===== src/rtl/usbaf_pkg.sv =====
package usbaf_pkg;
  // Strobes from control to datapath for one clock cycle.
  typedef struct packed {
    logic clear;    // force address and enable to zero
    logic store;    // load the written address
    logic enVal;    // enable value loaded together with store
  } ctrlStrb_t;
endpackage


===== src/rtl/usbaf_ctrl.sv =====
module usbaf_ctrl
  import usbaf_pkg::*;
#(
  parameter int ADDR_W = 7
) (
  input  logic              clk,
  input  logic              rstN,
  input  logic              ctrlOn,
  input  logic              busResetSeen,
  input  logic              wrStb,
  input  logic [ADDR_W-1:0] wrAddr,
  input  logic              wrAddrEn,
  input  logic [ADDR_W-1:0] curAddr,
  output ctrlStrb_t         strb
);
  localparam logic [ADDR_W-1:0] ZERO_ADDR = '0;

  logic clearNow;
  logic sameAddr;
  logic nonZero;

  assign clearNow = !ctrlOn || busResetSeen;
  assign sameAddr = (wrAddr == curAddr);
  assign nonZero  = (wrAddr != ZERO_ADDR);

  always_comb begin
    strb.clear = clearNow;
    strb.store = wrStb && !clearNow;
    // Enable goes live only when it confirms the address already held.
    strb.enVal = wrAddrEn && sameAddr && nonZero;
  end

  // A clear request never coexists with a store.
  AST_CLEAR_BEATS_WRITE: assert property (@(posedge clk) disable iff (!rstN)
    strb.clear |-> !strb.store);

  // Disabled controller suppresses every write.
  AST_OFF_NO_STORE: assert property (@(posedge clk) disable iff (!rstN)
    !ctrlOn |-> !strb.store);
endmodule


===== src/rtl/usbaf_dp.sv =====
module usbaf_dp
  import usbaf_pkg::*;
#(
  parameter int ADDR_W = 7
) (
  input  logic              clk,
  input  logic              rstN,
  input  ctrlStrb_t         strb,
  input  logic [ADDR_W-1:0] wrAddr,
  input  logic              tokValid,
  input  logic [ADDR_W-1:0] tokAddr,
  output logic [ADDR_W-1:0] addrQ,
  output logic              enQ,
  output logic              matchValid,
  output logic              match
);
  localparam logic [ADDR_W-1:0] DEF_ADDR = '0;

  logic [ADDR_W-1:0] effAddr;

  // Effective address falls back to the default when either field is zero.
  assign effAddr = (enQ && (addrQ != DEF_ADDR)) ? addrQ : DEF_ADDR;

  always_ff @(posedge clk or negedge rstN) begin
    if (!rstN) begin
      addrQ <= '0;
      enQ   <= 1'b0;
    end else if (strb.clear) begin
      addrQ <= '0;
      enQ   <= 1'b0;
    end else if (strb.store) begin
      addrQ <= wrAddr;
      enQ   <= strb.enVal;
    end
  end

  always_ff @(posedge clk or negedge rstN) begin
    if (!rstN) begin
      matchValid <= 1'b0;
      match      <= 1'b0;
    end else begin
      matchValid <= tokValid;
      match      <= tokValid && (tokAddr == effAddr);
    end
  end

  AST_EN_NEEDS_ADDR: assert property (@(posedge clk) disable iff (!rstN)
    enQ |-> (addrQ != DEF_ADDR));

  AST_EN_RISE_SAME: assert property (@(posedge clk) disable iff (!rstN)
    $rose(enQ) |-> (addrQ == $past(addrQ)));

  AST_CLEAR_EFFECT: assert property (@(posedge clk) disable iff (!rstN)
    strb.clear |=> (addrQ == DEF_ADDR) && !enQ);

  AST_MATCH_LATENCY: assert property (@(posedge clk) disable iff (!rstN)
    tokValid |=> matchValid);

  AST_MATCH_IDLE: assert property (@(posedge clk) disable iff (!rstN)
    !tokValid |=> !match && !matchValid);

  AST_DEFAULT_ONLY: assert property (@(posedge clk) disable iff (!rstN)
    (!enQ && tokValid && (tokAddr != DEF_ADDR)) |=> !match);
endmodule


===== src/rtl/usb_addr_filter.sv =====
module usb_addr_filter
  import usbaf_pkg::*;
#(
  parameter int ADDR_W = 7
) (
  input  logic              clk,
  input  logic              rstN,
  input  logic              ctrlOn,
  input  logic              busResetSeen,
  input  logic              wrStb,
  input  logic [ADDR_W-1:0] wrAddr,
  input  logic              wrAddrEn,
  output logic [ADDR_W-1:0] rdAddr,
  output logic              rdAddrEn,
  input  logic              tokValid,
  input  logic [ADDR_W-1:0] tokAddr,
  output logic              matchValid,
  output logic              match
);
  ctrlStrb_t         strb;
  logic [ADDR_W-1:0] addrQ;
  logic              enQ;

  usbaf_ctrl #(.ADDR_W(ADDR_W)) uCtrl (
    .clk          (clk),
    .rstN         (rstN),
    .ctrlOn       (ctrlOn),
    .busResetSeen (busResetSeen),
    .wrStb        (wrStb),
    .wrAddr       (wrAddr),
    .wrAddrEn     (wrAddrEn),
    .curAddr      (addrQ),
    .strb         (strb)
  );

  usbaf_dp #(.ADDR_W(ADDR_W)) uDp (
    .clk        (clk),
    .rstN       (rstN),
    .strb       (strb),
    .wrAddr     (wrAddr),
    .tokValid   (tokValid),
    .tokAddr    (tokAddr),
    .addrQ      (addrQ),
    .enQ        (enQ),
    .matchValid (matchValid),
    .match      (match)
  );

  // Read-back reflects held state directly.
  assign rdAddr   = addrQ;
  assign rdAddrEn = enQ;
endmodule


===== config.mk =====
export PLATFORM = sky130hd
export DESIGN_NAME = usb_addr_filter
export DESIGN_NICKNAME = d
export VERILOG_FILES = /design/src/rtl/usbaf_pkg.sv /design/src/rtl/usbaf_ctrl.sv /design/src/rtl/usbaf_dp.sv /design/src/rtl/usb_addr_filter.sv
export SDC_FILE = /design/constraint.sdc
export NUM_CORES = 1
export LEC_CHECK = 0
export BUFFER_PORTS_ARGS = -buffer_cell sky130_fd_sc_hd__buf_2
export CORE_UTILIZATION = 49
export DETAILED_ROUTE_END_ITERATION = 7
export PLACE_DENSITY = 0.88
export SYNTH_ARGS = -nofsm -noshare
export SYNTH_HDL_FRONTEND = slang
export SYNTH_HIERARCHICAL = 1
export SYNTH_SLANG_ARGS = --single-unit
export TNS_END_PERCENT = 20

===== constraint.sdc =====
create_clock -name clk -period 3.37 [get_ports clk]
set_clock_uncertainty 0.1 [all_clocks]
set_input_delay 0.337 -clock clk [delete_from_list [all_inputs] [get_ports clk]]
set_output_delay 0.337 -clock clk [all_outputs]
set_load 0.01 [all_outputs]

# Yosys cells after proc, flatten, opt, wreduce, memory -nomap -nowiden
# Index checks and enable logic that the tools add are counted.
totals:
  register_bits: 10
  input_bits: 21
classes:
  n_eq_ne: 2
  mux: 5
  n_reduce_logical: 11
ops:
  columns: ["op", "n"]
  rows:
  - ["$mux 7", 3]
  - ["$eq 7x7->1", 2]
  - ["$reduce_bool 7->1", 2]
  - ["$logic_and 1x1->1", 5]
  - ["$logic_not 1->1", 2]
  - ["$mux 1", 2]
  - ["$reduce_bool 2->1", 1]
  - ["$logic_or 1x1->1", 1]

# Depth between registers and ports, before layout
depth:
  word_depth: 6
  mapped_depth: 5

# Cells and area by module
# Netlist, hierarchy kept.
modules_own_cells:
  columns: ["module", "instances", "cells_per_inst", "area_per_inst_um2", "seq_area_each_um2"]
  rows:
  - ["usbaf_dp", 1, 57, 595.6, 250.2]
  - ["usbaf_ctrl", 1, 16, 120.1, 0.0]

# Worst setup path after synthesis
# No wires, ideal clock.
synth_timing:
  path_type: "register -> register"
  startpoint: "reg uDp.addrQ[0]"
  endpoint: "reg uDp.match"
  setup_time_ps: 111
  arrival_time_ps: 1604
  required_ps: 3159
  slack_ps: 1555
  path_stages_with_launch: 5
  path_buffers: 0
  period_less_slack_ps: 1815
  cell_sequence: "dfrtp_1 or4_4 o41ai_4 a22oi_2 a2111oi_2"
synth_via:
  elab_chain_cells: 5
synth_rtl:
  columns: ["item", "line", "source"]
  rows:
  - ["start, declared", "usbaf_dp.sv:12", "output logic [ADDR_W-1:0] addrQ,"]
  - ["start signal, assigned", "usbaf_dp.sv:32", "addrQ <= wrAddr;"]
  - ["$reduce_bool 7->1", "usbaf_dp.sv:22", "assign effAddr = (enQ && (addrQ != DEF_ADDR)) ? addrQ : DEF_ADDR;"]
  - ["$logic_and 1x1->1", "usbaf_dp.sv:22", null]
  - ["$mux 7 (*)", "usbaf_dp.sv:22", null]
  - ["$eq 7x7->1 (*)", "usbaf_dp.sv:43", "match <= tokValid && (tokAddr == effAddr);"]
  - ["$logic_and 1x1->1 (*)", "usbaf_dp.sv:43", null]
  - ["end signal, assigned", "usbaf_dp.sv:43", null]
  - ["end, declared", "usbaf_dp.sv:15", "output logic match"]
# Mark *: on every way between the ends. The rest lies on a longest branch, timed or not.
# A chain may end at the register's enable or synchronous reset.

# Final worst setup path
# Ends and elaborated chain as after synthesis.

==> results.ini <==
[placed_design]
gp_congestion=0.894
port_buffers=30
dpl.hpwl_mm=1.29

[synthesis]
ys_seq_area_frac=0.350
synth.area.mux_share=0.112
synth-compound-area-share=0.163
synth_seq_cells=10
yosys.area.top_type_share=0.350
synth_fa_ha_area_frac=0
synthSimpleGateAreaFrac=0.222
synth_top_area_cell=dfrtp_1
synthesis.area_um2=716
syn_inst=73
synth_ff_type=dfrtp_1
synth_top_family_by_area=simple AND/OR/NAND/NOR gates
ys_types=32
syn_nets=94
ys_warn_count=6
synth_edf_count=0
synthArstFlopShare=1.00
synth-xor-area-share=0.110
synth_area_leaders=dfrtp_1 35%, mux2i_1 11%, xnor2_1 9.8%
synth.avg_cell_area_um2=9.80

[cells_and_area]
seq_area_um2=250
fin_nets=126
antenna_cells=0
synthToLayoutAreaGrowth_pct=27.3
nFillCells=104
drive_gt1_frac=0.404
multi_input_area_um2=434
final_common_cell=buf_2
final_cell_mix=30 x buf_2, 12 x nor2_1, 10 x dfrtp_1, 8 x xnor2_1, 8 x mux2i_1

[sta]
slew_viol_final=0
setup_tns_ps=0
setup_viol=0
hold_slack_ps=92.4
period_needed_ps=1930
max_freq_mhz=519
rsz0062_at_grt=false
slew_headroom=0.441
tightest_slew_ps=836
hold_viol_final=0
period_share=0.571

[power_and_ir_drop]
p_per_area_nw_per_um2=308
ir_drop_uv=270
power.leakage_nw=0.420

[drt]
drc=0
vias=663
viasPerCell=5.57
routed_wirelength_mm=1.67
final_antenna_net_count=0
initialDrtViolationCount=31
firstDrtPassIters=4
routedWlPerCell_um=14.0

[worst_setup_path]
startpoint_type=flop
cp-end-kind=flop
worst_ep_arrival_time_ps=1990
ff2ff_path_depth=4
worst-path-max-fanout=7
critPathKind=reg2reg
critPathRequiredTime_ps=3430

[floorplan]
rows=13
initial_core_util=0.537
top_level_ports=31
coreArea_um2=1330
die_y_um=40.2
die_area_um2=1620
die_w_um=40.2

[global_routing]
grt_usage=0.239
grt_pass1_vias=581
antenna_found_initial=0
grt_overflow=0
grt_first_pass_wirelength_mm=2.52
grt_max_degree=11

[clock_network]
clk_pin_slew_ps=70
clk_latency_ps=270
cts_tree=built
cts_buffer_depth=2
post_cts_resized=0
htreeDepth=1
cts_made_buffers=3
cts_sinks=10
cts_hold_buf=1
cts_root_buf=clkbuf_4
cts_setup_buffers=0

[job]
max_cap_viol_count=0

[run_status]
run_status=finished clean

[worst_hold_path]
whs_path_depth=1
hold_class=in2reg

worst paths after layout:
path / from / endpoint / slack, ps
setup reg to reg: uDp/addrQ[0] / uDp/match / 1440
max in group asynchronous: rstN / uDp/addrQ[5] / 2600
min in group asynchronous: rstN / uDp/matchValid / 360
hold reg to reg: uDp/addrQ[1] / uDp/addrQ[1] / 580
hold / removal: tokValid / uDp/matchValid / 90
setup / recovery: uDp/addrQ[0] / uDp/match / 1440
synthesized netlist by cell type (all sizes together) (2+ instances only):
master and n:
nor2 12, dfrtp 10, mux2i 8, xnor2 8, a22oi 3, buf 3, inv 3, nand2 2
nand4 2, nor3 2, o22ai 2, or2 2, or4 2
layout make-up:
class | instances | share of cell area
multi-input combinational | 56 | 0.477
inverter | 3 | 0.0124
timing repair buffer | 31 | 0.176
sequential | 10 | 0.275
clock buffer | 4 | 0.0398
tap | 15 | 0.0206
metal layers:
metal / share of wire / global-route usage / vias up
met5: 0 / 0 / -
met4: 0 / 0.0250 / 0
met3: 0.064 / 0.0833 / 0
met2: 0.49 / 0.383 / 29
met1: 0.44 / 0.322 / 310
li1: - / - / 324
flip-flops by register name, indices dropped and copies added, names as in the netlist:
signal / cells
uDp/addrQ: 7
uDp/enQ: 1
uDp/match: 1
uDp/matchValid: 1
where the power goes:
part	internal, mW	switching [mW]
sequential	0.122	0.00267
clock	0.0656	0.0438
combinational	0.0232	0.0239
total	0.210	0.0704
per-stage QoR:
step	total power [mW]	instances	utilization	area [µm²]	worst slack (ps)
detailed placement	0.173	114	0.648	865	1430
floorplan	0.150	73	-	716	1550
global placement	0.171	114	0.648	865	1480
finish	0.281	119	0.683	911	1440
global route	0.294	119	0.683	911	1340
CTS	0.283	119	0.683	911	1460
cells by family after synthesis:
kind of cell,count (synthesis)
xor gates and xnor gates,9
and+or+nand+nor,28
AOI/OAI and AO/OA,11
DFF,10
buffers and inverters,7
muxes,8
worst max-delay path, cell delays in order, from the launching register on:
cell	delay [ps]
dfrtp_1	470
or4_4	570
o41ai_4	280
a22oi_2	100
a2111oi_2	300
(Power assumes the default switching activity.)
